[config.mk]
export PLATFORM = sky130hd
export DESIGN_NAME = tap_edge_encoder
export DESIGN_NICKNAME = d
export VERILOG_FILES = /design/src/rtl/tap_enc_pkg.sv /design/src/rtl/tap_edge_find.sv /design/src/rtl/tap_err_scale.sv /design/src/rtl/tap_edge_encoder.sv
export SDC_FILE = /design/constraint.sdc
export NUM_CORES = 1
export LEC_CHECK = 0
export BUFFER_PORTS_ARGS = -buffer_cell sky130_fd_sc_hd__buf_4
export CAP_MARGIN = 20
export CORE_MARGIN = 2
export CORE_UTILIZATION = 50
export CTS_CLUSTER_DIAMETER = 30
export CTS_CLUSTER_SIZE = 8
export DETAILED_ROUTE_END_ITERATION = 16
export GPL_TIMING_DRIVEN = 0
export PLACE_DENSITY = 0.85
export SETUP_SLACK_MARGIN = 0.05
export SLEW_MARGIN = 10
export SYNTH_ARGS = -nofsm -noshare
export SYNTH_HDL_FRONTEND = slang
export SYNTH_SLANG_ARGS = --single-unit
[constraint.sdc]
create_clock -name clk_i -period 0.95 [get_ports clk_i]
set_input_delay 0.0475 -clock clk_i [delete_from_list [all_inputs] [get_ports clk_i]]
set_output_delay 0.0475 -clock clk_i [all_outputs]
set_load 0.1 [all_outputs]
[src/rtl/tap_enc_pkg.sv]
package tap_enc_pkg;
  typedef enum logic [1:0] {
    EDGE_OK    = 2'd0,
    EDGE_UNDER = 2'd1,
    EDGE_OVER  = 2'd2
  } edge_st_e;
endpackage

[src/rtl/tap_edge_find.sv]
module tap_edge_find #(
  parameter int N_TAPS = 16,
  parameter int POS_W  = $clog2(N_TAPS + 1)
) (
  input  logic [N_TAPS-1:0]      taps_i,
  output logic [POS_W-1:0]       pos_o,
  output tap_enc_pkg::edge_st_e  st_o
);
  logic [N_TAPS-2:0] bnd;

  for (genvar k = 0; k < N_TAPS - 1; k++) begin : g_bnd
    assign bnd[k] = taps_i[k] & ~taps_i[k+1];
  end

  // scan from the top so that the lowest boundary wins
  always_comb begin
    pos_o = '0;
    for (int k = N_TAPS - 2; k >= 0; k--) begin
      if (bnd[k]) pos_o = POS_W'(k + 1);
    end
  end

  always_comb begin
    if (!taps_i[0])    st_o = tap_enc_pkg::EDGE_UNDER;
    else if (&taps_i)  st_o = tap_enc_pkg::EDGE_OVER;
    else               st_o = tap_enc_pkg::EDGE_OK;
  end
endmodule

[src/rtl/tap_err_scale.sv]
module tap_err_scale #(
  parameter int POS_W   = 5,
  parameter int CODE_W  = 6,
  parameter int SHIFT_W = 2
) (
  input  logic [POS_W-1:0]   pos_i,
  input  logic [POS_W-1:0]   ref_i,
  input  logic [CODE_W-1:0]  base_i,
  input  logic [SHIFT_W-1:0] shift_i,
  output logic [CODE_W-1:0]  code_o
);
  localparam int DW = POS_W + 2;
  localparam int SW = ((CODE_W > DW) ? CODE_W : DW) + 2;

  logic signed [DW-1:0] diff;
  logic signed [DW-1:0] diff_sh;
  logic signed [SW-1:0] sum;

  assign diff    = $signed({2'b00, ref_i}) - $signed({2'b00, pos_i});
  assign diff_sh = diff >>> shift_i;
  assign sum     = $signed({{(SW-CODE_W){1'b0}}, base_i})
                 + $signed({{(SW-DW){diff_sh[DW-1]}}, diff_sh});

  always_comb begin
    if (sum[SW-1])                code_o = '0;
    else if (|sum[SW-2:CODE_W])   code_o = '1;
    else                          code_o = sum[CODE_W-1:0];
  end
endmodule

[src/rtl/tap_edge_encoder.sv]
module tap_edge_encoder #(
  parameter int N_TAPS  = 16,
  parameter int CODE_W  = 6,
  parameter int SHIFT_W = 2,
  parameter int POS_W   = $clog2(N_TAPS + 1)
) (
  input  logic               clk_i,
  input  logic               rst_ni,
  input  logic               valid_i,
  input  logic [N_TAPS-1:0]  taps_i,
  input  logic [POS_W-1:0]   ref_pos_i,
  input  logic [CODE_W-1:0]  base_code_i,
  input  logic [SHIFT_W-1:0] shift_i,
  output logic               valid_o,
  output logic [CODE_W-1:0]  code_o,
  output logic               under_o,
  output logic               over_o,
  output logic               first_tap_o,
  output logic               last_tap_o
);
  import tap_enc_pkg::*;

  logic [POS_W-1:0]  pos;
  edge_st_e          st;
  logic [CODE_W-1:0] scaled;
  logic [CODE_W-1:0] code_d;

  tap_edge_find #(.N_TAPS(N_TAPS), .POS_W(POS_W)) u_find (
    .taps_i (taps_i),
    .pos_o  (pos),
    .st_o   (st)
  );

  tap_err_scale #(.POS_W(POS_W), .CODE_W(CODE_W), .SHIFT_W(SHIFT_W)) u_scale (
    .pos_i   (pos),
    .ref_i   (ref_pos_i),
    .base_i  (base_code_i),
    .shift_i (shift_i),
    .code_o  (scaled)
  );

  always_comb begin
    unique case (st)
      EDGE_UNDER: code_d = '1;
      EDGE_OVER:  code_d = '0;
      default:    code_d = scaled;
    endcase
  end

  always_ff @(posedge clk_i or negedge rst_ni) begin
    if (!rst_ni) begin
      valid_o     <= 1'b0;
      under_o     <= 1'b0;
      over_o      <= 1'b0;
      code_o      <= '0;
      first_tap_o <= 1'b0;
      last_tap_o  <= 1'b0;
    end else begin
      valid_o <= valid_i;
      under_o <= valid_i && (st == EDGE_UNDER);
      over_o  <= valid_i && (st == EDGE_OVER);
      if (valid_i) begin
        code_o      <= code_d;
        first_tap_o <= taps_i[0];
        last_tap_o  <= taps_i[N_TAPS-1];
      end
    end
  end
endmodule

==> results of run 1 <==
==> through the flow <==
step | area [sq um] | setup TNS (ns) | hold WS [ns] | util (%) | instances
floorplan | 1310 | -15.44 | -0.248 | - | 160
finish | 2220 | -18.24 | 0.0526 | 91.2 | 252
CTS | 2090 | -16.07 | 0.0222 | 85.9 | 249
global route | 2220 | -19.26 | 0.0503 | 91.2 | 252
detailed placement | 1650 | -19.12 | -0.111 | 67.8 | 230
global placement | 1650 | -18.09 | -0.119 | 67.8 | 230
==> flip-flops by register name, summed over array words and instances, names as in the netlist <==
name and cells:
valid_o 1, first_tap_o 1, code_o 6, under_o 1, over_o 1, last_tap_o 1
==> per-layer routing <==
layer  GRT usage [%]  vias up
met4            18.3        0
met3            5.19       56
met2            65.3      163
met5               0        -
li1                -      716
met1            38.5      819
==> final timing paths <==
check,from,to,slack [ns],depth (start not counted)
min in group asynchronous,rst_ni,under_o,0.15,2
max in group asynchronous,rst_ni,first_tap_o,0.62,2
worst min register to register,code_o[1],code_o[1],0.60,2
worst max register to register,code_o[4],code_o[4],0.01,3
worst min-delay path,taps_i[0],under_o,0.05,2
worst max-delay path,taps_i[14],code_o[0],-3.07,20
==> report_power, final <==
group,switching (mW),internal (mW),leakage (nW)
clock,0.184,0.163,0.0150
sequential,0.0837,0.553,0.117
combinational,1.43,1.03,0.832
==> worst max-delay path: stages <==
cell      delay (ns)
buf_8           0.09
nor2b_4         0.13
o221ai_2        0.10
a211oi_2        0.29
nor3_2          0.07
o22ai_2         0.25
nand2b_1        0.11
ha_1            0.31
nor2b_4         0.17
o31a_1          0.28
a21oi_2         0.08
buf_4           0.14
mux2i_2         0.19
o21ai_1         0.09
ha_1            0.40
and3_1          0.20
a221o_1         0.42
xnor2_2         0.28
nand4_1         0.27
o21ai_1         0.26
==> cell families (layout without fill, tap and decap cells) <==
kind of cell / after synthesis / count (layout) / synth area share [%]
and+or+nand+nor: 51 / 51 / 21.1
muxes: 6 / 6 / 4.94
AOI/OAI and AO/OA: 55 / 55 / 28.3
adders and majority gates: 13 / 13 / 14.0
DFF: 11 / 11 / 21.7
buffers and inverters: 17 / 79 / 5.04
xor gates and xnor gates: 7 / 7 / 4.84
==> cell usage in the layout, fill, tap and decap left out, drive strengths merged, types with 3 or more instances in the layout <==
cell    count
a211oi      4
a21o        3
a21oi      18
buf        56
clkbuf      7
dfrtp      11
ha         11
inv        14
mux2i       4
nand2       9
nand2b      5
nand3       3
nand4       5
nor2       16
nor2b       5
o21ai      10
o31ai       4
o32ai       3
xnor2       3
xor2        4
==> layout make-up <==
type                    instances  area [sq um]  share of cell area, %
plain buffers                   3          11.3                  0.508
well taps                      30          37.5                   1.69
flip-flops and latches         11           294                   13.3
inverters                      14          55.1                   2.48
multi-input cells             132          1190                   53.6
repair buffers                 58           604                   27.3
clock buffers                   4          26.3                   1.19
==> timing repair <==
item,in CTS,in global routing
gates resized for setup,69,21
pin swaps,40,22
endpoints found under the hold margin,12,0
setup buffers,13,3
setup endpoints to repair,17,18
hold buffers,2,0
==> reports/qor.csv, run 1 <==
stage,metric,value,unit
outcome,outcome,finished with violations,
outcome,violations,negative setup slack,
route,dr.max_layer_used,met4,
sta,slew_headroom,63.8,%
sta,layout_setup_ws,-3.07,ns
yosys,syn_area_per_cell,7.91,sq um
placed_design,io_buffers,40,
die,dieHeight,54.3,um
clocking,clock-sinks,11,
route,viasPerCell,6.96,
power_and_ir_drop,powerDensity,1560,mW/mm^2
grt,grt.total_usage,35.3,%
clocking,path_clk_slew,0.09,ns
sta,final_max_slew_viol_count,0,
finish,fillers,89,
yosys,ys_seq_area_share,21.7,%
route,ant_nets,0,
route,wl_met2,2950,um
power_and_ir_drop,total_power,3.45,mW
die,io_pins,43,
clocking,numCtsBuffers,3,
finish,area_growth,75.1,%
yosys,synth_most_common_cell,a21oi_1,
sta,period_needed,4.02,ns
die,start_util,52.1,%
power_and_ir_drop,vdd_ir_drop_max,1.64,mV
sta,min_period_over_period,424,%
clocking,ctsLongestPathBuffers,2,
yosys,synth_area,0.00127,sq mm
grt,grt_pass1_vias,1619,
setup_path,critPathLaunchType,primary input,
sta,fin_skew,0,ns
die,core,0.00243,sq mm
sta,rsz0062_at_grt,yes,
placed_design,dpl_worst_slack,-3.26,ns
route,dr_wl_met3,515,um
setup_path,critPathArrivalTime,4.21,ns
setup_path,path_max_fanout,5,
placed_design,place_hpwl,2830,um
clocking,tritoncts,yes,
placed_design,place.gp.congestion,0.854,
grt,grt_pass1_wl,7520,um
route,wl_met1,1980,um
route,drc,0,
grt,grt_antenna_before_repair,0,
yosys,netlist_instances,160,
sta,tightest_slew,0.544,ns
route,first_pass_iters,5,
yosys,yosys-top-cells-area,"dfrtp_1, ha_1, a21oi_1, nor2_1, inv_1",
worst_hold_path,min-delay-path-class,in -> reg,
finish,nNetsFinal,268,
clocking,cts.htree.levels,1,
clocking,clock_latency,0.27,ns
route,first_iter_violations,125,
route,wl_per_cell,23.7,um
yosys,yosysUniqueCellTypes,40,
sta,hold_violations,0,
die,num_rows,18,
yosys,synth_top_cell_by_area,dfrtp_1,
yosys,ys_seq_elements,11,
die,die_w,54.3,um
clocking,cts_root_buffer,clkbuf_4,
power_and_ir_drop,p_leak,0.965,nW
setup_path,crit_required,1.14,ns
yosys,async_reset_ff_share,100,%
finish,drive_gt1_share,53.2,%
grt,grt.overflow.total,0,
setup_path,crit_type,in -> reg,
run,cap_violations,0,
die,dieArea,0.00295,sq mm
route,routed_wl,5970,um
yosys,synthTopCellsByCount,"a21oi_1, nor2_1, inv_1, dfrtp_1, ha_1",
setup_path,end_kind,flop,
yosys,ys_warn_count,0,
grt,grt_start_max_net_pins,12,
finish,diodes,0,
yosys,synth_edf_count,0,
yosys,synth_ff_type,dfrtp_1,
route,vias,1754,
sta,setup_viol,8,
yosys,syn_nets,205,
sta,max_freq,249,MHz
yosys,synth_top_cell_area_share,21.7,%
No activity file was read; power rests on OpenSTA's default activity.
==> run 2, diff against run 1 <==
- CORE_UTILIZATION: 50 -> 54
- PLACE_DENSITY: 0.85 -> 0.9
- clock period: 0.95 -> 5.18 ns (I/O delays scaled with it)
==> run 2 against run 1 <==
  * The flow now finishes without violations
  * Sequential power fell by 83%
  * Critical path depth increased by 1
  * Count of clock-buffer cells in the layout unchanged
  * Final area is 26% lower
  * Worst hold slack improved by 0.043 ns
  * Routed wire length fell by 45%
  * First-iteration DRC count decreased by 81%
  * Die area decreased by 6.9%
  * Sequential share of layout area increased by 3.5 points
  * Cell count decreased by 7.5%
  * Critical endpoint unchanged
  * Largest power group unchanged
==> reports/qor.csv, run 2 (synthesized netlist as in run 1, its figures left out) <==
stage,metric,value,unit,change
clocking,cts_setup_buffers,0,,was 13
setup_path,crit_chain,"buf_4, nand2_1, a311oi_1, a211oi_1, nor3_1, o22ai_1, nor2b_1, fa_1, inv_1, a21o_1, a21oi_1, xor2_1, mux2i_1, a21oi_1, fa_1, a211oi_1, nor2_1, o31ai_2, or3b_1, a21oi_1, o21ai_1",,"was buf_8, nor2b_4, o221ai_2, a211oi_2, nor3_2, o22ai_2, nand2b_1, ha_1, nor2b_4, o31a_1, a21oi_2, buf_4, mux2i_2, o21ai_1, ha_1, and3_1, a221o_1, xnor2_2, nand4_1, o21ai_1"
setup_path,r2r_slack,4.42,ns,was 0.01 ns
power_and_ir_drop,vdd_ir_drop_max,0.233,mV,was 1.64 mV
placed_design,place_hpwl,2730,um,was 2830 um
setup_path,cp_common_cell,a21oi_1,,
worst_hold_path,min-delay-path-class,in -> reg,,unchanged
finish,final_cell_mix,"buf_4, a21oi_1, nor2_1",,"was buf_4, nor2_1, inv_1, buf_12, a21oi_1"
die,dieArea,0.00275,sq mm,was 0.00295 sq mm
sta,hold_violations,0,,unchanged
sta,period_needed,4.25,ns,
placed_design,dpl_worst_slack,0.669,ns,was -3.26 ns
sta,layout_setup_ws,0.932,ns,was -3.07 ns
sta,min_period_over_period,82.0,%,
setup_path,crit_required,5.35,ns,was 1.14 ns
setup_path,critPathLaunchType,primary input,,unchanged
die,num_rows,17,,was 18
clocking,tritoncts,yes,,unchanged
grt,grt_start_max_net_pins,12,,unchanged
sta,slew_headroom,71.6,%,was 63.8%
grt,grt.overflow.total,0,,unchanged
clocking,clock_latency,0.28,ns,was 0.27 ns
setup_path,startpoint,taps_i[14],,unchanged
setup_path,timing.rr.start,code_o[5],,was code_o[4]
clocking,cts_root_buffer,clkbuf_4,,unchanged
placed_design,place.gp.congestion,0.806,,was 0.854
finish,drive_gt1_share,22.9,%,was 53.2%
setup_path,critPathArrivalTime,4.42,ns,was 4.21 ns
route,drc,0,,unchanged
clocking,path_clk_slew,0.07,ns,was 0.09 ns
grt,grt_antenna_before_repair,0,,unchanged
setup_path,cp_slowest_stage_delay,0.48,ns,was 0.42 ns
route,first_pass_iters,4,,was 5
finish,area_growth,29.3,%,was 75.1%
finish,nNetsFinal,251,,was 268
sta,fin_skew,0,ns,unchanged
sta,holdWs,0.0953,ns,was 0.0526 ns
setup_path,path_max_fanout,5,,unchanged
clocking,numCtsBuffers,3,,unchanged
sta,max_freq,235,MHz,
grt,grt.total_usage,26.3,%,was 35.3%
die,core,0.00221,sq mm,was 0.00243 sq mm
clocking,clock-sinks,11,,unchanged
route,ant_nets,0,,unchanged
finish,largest_reg_flops,6,,unchanged
power_and_ir_drop,powerDensity,279,mW/mm^2,was 1560 mW/mm^2
finish,diodes,0,,unchanged
grt,grt_pass1_vias,1346,,was 1619
sta,tightest_slew,0.423,ns,was 0.544 ns
route,vias,1358,,was 1754
power_and_ir_drop,p_leak,0.776,nW,was 0.965 nW
setup_path,reg2regPathDepth,2,,was 3
clocking,ctsResizeCount,0,,was 69
setup_path,endpoint,code_o[0],,unchanged
die,io_pins,43,,unchanged
die,dieHeight,52.4,um,was 54.3 um
finish,layout_commonest_cell,buf_4,,unchanged
route,routed_wl,3280,um,was 5970 um
placed_design,io_buffers,40,,unchanged
die,start_util,57.2,%,was 52.1%
sta,setup_viol,0,,was 8
sta,finalSetupTns,0,ns,was -18.24 ns
outcome,outcome,finished clean,,was finished with violations
route,wl_per_cell,14.1,um,was 23.7 um
route,viasPerCell,5.83,,was 6.96
setup_path,end_kind,flop,,unchanged
clocking,cts.htree.levels,1,,unchanged
setup_path,crit_slowest_cell,fa_1,,was a221o_1
sta,rsz0062_at_grt,no,,was yes
die,die_w,52.4,um,was 54.3 um
grt,grt_pass1_wl,5370,um,was 7520 um
clocking,ctsLongestPathBuffers,2,,unchanged
run,cap_violations,0,,unchanged
route,first_iter_violations,24,,was 125
sta,final_max_slew_viol_count,0,,unchanged
setup_path,timing.rr.end,code_o[5],,was code_o[4]
finish,top_register,code_o,,unchanged
setup_path,crit_type,in -> reg,,unchanged
## run 2: changes by cell type in the layout (fill, tap and decap cells not counted), moves of 4 or more
cell	change
o21ai_0	+5
ha_1	+4
nor2b_1	+4
a21oi_2	-7
o21ai_1	-4
dfrtp_1	+11
a21oi_1	+8
dfrtp_2	-9
buf_12	-11
## run 2: through the flow
stage               instance area (sq um)  cells  total power [mW]  utilization, %
floorplan                            1270    160             0.315               -
global placement                     1600    228             0.382            72.4
detailed placement                   1600    228             0.393            72.4
CTS                                  1640    233             0.457            74.0
global route                         1640    233             0.485            74.0
finish                               1640    233             0.457            74.0
## run 2: worst min-delay path by stage
stage	start	end	slack, ns	cells past startpoint
after detailed placement	rst_ni	first_tap_o	0.1	1
final	valid_i	valid_o	0.1	1
after CTS	valid_i	valid_o	0.09	1
after global placement	rst_ni	valid_o	0.09	1
after floorplan	rst_ni	code_o[0]	-0.04	0
after global routing	valid_i	valid_o	0.08	1
## run 2: layout make-up
type / count / area [sq um]
multi-input cells: 132 / 927
fillers: 177 / 574
repair buffers: 41 / 310
flip-flops and latches: 11 / 275
inverters: 14 / 52.6
well taps: 28 / 35.0
clock buffers: 4 / 26.3
plain buffers: 3 / 11.3
## run 2: power by group
group	switching (mW)	internal, mW
clock network	0.0323	0.0300
logic	0.194	0.0943
registers	0.00732	0.0983
total	0.234	0.223
## run 2: timing repair
action	4_1_cts	5_1_grt
setup endpoints to repair	0	0
hold buffers	1	0
endpoints found under the hold margin	11	0
## run 2: worst max-delay path: cells and delay by family
family | cells | cell delay (ns)
AOI/OAI and AO/OA | 10 | 1.75
xor gates and xnor gates | 1 | 0.17
adders and majority gates | 2 | 0.92
buffers and inverters | 2 | 0.18
muxes | 1 | 0.19
and+or+nand+nor | 5 | 0.95
## run 2: per-layer routing
metal  GRT usage [%]  share of wire, %
met1            27.1                41
met4            8.12              0.64
met3            5.71               3.6
met5               0                 0
met2            51.7                55
==> run 3, diff against run 2 <==
- CORE_UTILIZATION: 54 -> 50
- PLACE_DENSITY: 0.9 -> 0.85
- clock period: 5.18 -> 4.4 ns (I/O delays scaled with it)
==> run 3 against run 2 <==
  * Count of clock-buffer cells in the layout stayed put
  * Sequential share of layout area is 0.39 points lower
  * Critical endpoint is now code_o[5]
  * Worst hold slack worse by 0.032 ns
  * Die area is 7.4% higher
  * Sequential power is 17% higher
  * Worst setup slack worse by 0.66 ns
  * Sequential cell count stayed put
  * Combinational power is 21% higher
  * Via count is 0.74% lower
==> reports/qor.csv, run 3 (synthesized netlist as in run 1, its figures left out) <==
stage,metric,value,unit,change
sta,hold_violations,0,,unchanged
die,dieHeight,54.3,um,was 52.4 um
die,core,0.00243,sq mm,was 0.00221 sq mm
finish,area_growth,32.4,%,was 29.3%
die,start_util,52.1,%,was 57.2%
die,io_pins,43,,unchanged
clocking,ctsLongestPathBuffers,2,,unchanged
setup_path,crit_type,in -> reg,,unchanged
finish,largest_reg_flops,6,,unchanged
grt,grt_pass1_vias,1199,,was 1346
route,viasPerCell,5.66,,was 5.83
finish,diodes,0,,unchanged
grt,grt_start_max_net_pins,12,,unchanged
placed_design,place_hpwl,2540,um,was 2730 um
clocking,clock_latency,0.27,ns,was 0.28 ns
worst_hold_path,min-delay-path-class,in -> reg,,unchanged
finish,instances_no_fill,238,,was 233
finish,nNetsFinal,254,,was 251
finish,layout_commonest_cell,buf_4,,unchanged
route,wl_per_cell,13.4,um,was 14.1 um
setup_path,cp_common_cell,a21oi_1,,unchanged
route,ant_nets,0,,unchanged
route,routed_wl,3190,um,was 3280 um
sta,slew_headroom,73.6,%,was 71.6%
setup_path,crit_slowest_cell,or3b_4,,was fa_1
setup_path,path_max_fanout,5,,unchanged
route,first_pass_iters,5,,was 4
clocking,numCtsBuffers,3,,unchanged
route,vias,1348,,was 1358
setup_path,critPathLaunchType,primary input,,unchanged
grt,grt.total_usage,22.7,%,was 26.3%
sta,period_needed,4.13,ns,
placed_design,io_buffers,40,,unchanged
power_and_ir_drop,p_leak,0.789,nW,was 0.776 nW
clocking,cts.htree.levels,1,,unchanged
placed_design,dp.cells,230,,was 228
sta,fin_skew,0,ns,unchanged
clocking,clock-sinks,11,,unchanged
grt,grt_pass1_wl,4870,um,was 5370 um
outcome,outcome,finished clean,,unchanged
finish,drive_gt1_share,26.0,%,was 22.9%
setup_path,cp_slowest_stage_delay,0.43,ns,was 0.48 ns
die,die_w,54.3,um,was 52.4 um
die,num_rows,18,,was 17
sta,tightest_slew,0.397,ns,was 0.423 ns
sta,rsz0062_at_grt,no,,unchanged
setup_path,crit_chain,"buf_4, inv_1, o22ai_1, a21oi_1, nand2_1, a221oi_1, o21ai_1, ha_1, fa_1, inv_1, a21o_1, a21oi_1, xor2_1, mux2i_1, a21oi_2, fa_2, a211oi_2, nor2_1, o31ai_2, or3b_4, a21oi_1, o21ai_1",,"was buf_4, nand2_1, a311oi_1, a211oi_1, nor3_1, o22ai_1, nor2b_1, fa_1, inv_1, a21o_1, a21oi_1, xor2_1, mux2i_1, a21oi_1, fa_1, a211oi_1, nor2_1, o31ai_2, or3b_1, a21oi_1, o21ai_1"
power_and_ir_drop,vdd_ir_drop_max,0.252,mV,was 0.233 mV
route,drc,0,,unchanged
power_and_ir_drop,powerDensity,325,mW/mm^2,was 279 mW/mm^2
grt,grt_antenna_before_repair,0,,unchanged
sta,min_period_over_period,93.8,%,
clocking,tritoncts,yes,,unchanged
setup_path,crit_required,4.56,ns,was 5.35 ns
power_and_ir_drop,total_power,0.544,mW,was 0.457 mW
finish,top_register,code_o,,unchanged
clocking,cts_root_buffer,clkbuf_4,,unchanged
sta,finalSetupTns,0,ns,unchanged
grt,grt.overflow.total,0,,unchanged
sta,final_max_slew_viol_count,0,,unchanged
die,dieArea,0.00295,sq mm,was 0.00275 sq mm
placed_design,place.gp.congestion,0.837,,was 0.806
clocking,path_clk_slew,0.07,ns,about the same
sta,max_freq,242,MHz,
sta,holdWs,0.0629,ns,was 0.0953 ns
finish,final_cell_mix,"buf_4, a21oi_1, nor2_1",,unchanged
sta,setup_viol,0,,unchanged
route,first_iter_violations,33,,was 24
setup_path,end_kind,flop,,unchanged
setup_path,critPathArrivalTime,4.28,ns,was 4.42 ns
run,cap_violations,0,,unchanged
==> run 3: area by class of cell <==
cell class	instances	area (sq um)
Timing Repair Buffer	44	333
Sequential cell	11	275
Multi-Input combinational cell	132	941
Tap cell	30	37.5
Buffer	3	11.3
Clock buffer	4	26.3
Inverter	14	52.6
Fill cell	217	756
==> run 3: worst paths after layout <==
check / from / to / slack (ns) / depth (start not counted)
max in group asynchronous: rst_ni / code_o[3] / 3.94 / 2
min in group asynchronous: rst_ni / under_o / 0.31 / 2
worst max-delay path: taps_i[8] / code_o[5] / 0.27 / 22
worst min-delay path: valid_i / valid_o / 0.06 / 1
worst max register to register: last_tap_o / last_tap_o / 3.65 / 1
worst min register to register: code_o[0] / code_o[0] / 0.52 / 2
==> run 3: metal layers <==
layer / vias to the layer above / share of wire [%] / track usage (%) / routed length, um
met3: 4 / 3.0 / 1.09 / 97
met1: 621 / 43 / 25.3 / 1360
met2: 30 / 53 / 43.8 / 1680
met4: 0 / 1.3 / 10.4 / 43
met5: - / 0 / 0 / 0
li1: 693 / - / - / -
==> run 3: metrics by stage <==
stage               cell area (sq um)  setup WS (ns)  util, %
floorplan                        1270          0.553        -
global placement                 1600         0.0775     65.9
detailed placement               1600        -0.0467     65.9
CTS                              1640          0.232     67.4
global route                     1680         0.0204     68.9
finish                           1680          0.273     68.9
==> run 3: critical path: cells and delay by family <==
kind	cells	cell delay, ns
AOI/OAI and AO/OA	11	1.71
xor gates and xnor gates	1	0.17
adders and majority gates	3	1.03
buffers and inverters	3	0.28
muxes	1	0.26
and+or+nand+nor	3	0.61
==> run 3: what timing repair did <==
action                     in CTS  in global routing
hold buffers                    1                  0
hold endpoints to repair       11                  0
setup buffers                   0                  3
gates resized for setup         0                  6
setup endpoints to repair       0                  6
==> run 3: power breakdown <==
group          switching (mW)  leakage (nW)  internal [mW]
combinational           0.232         0.646          0.119
sequential            0.00812         0.128          0.116
clock                  0.0337        0.0150         0.0351
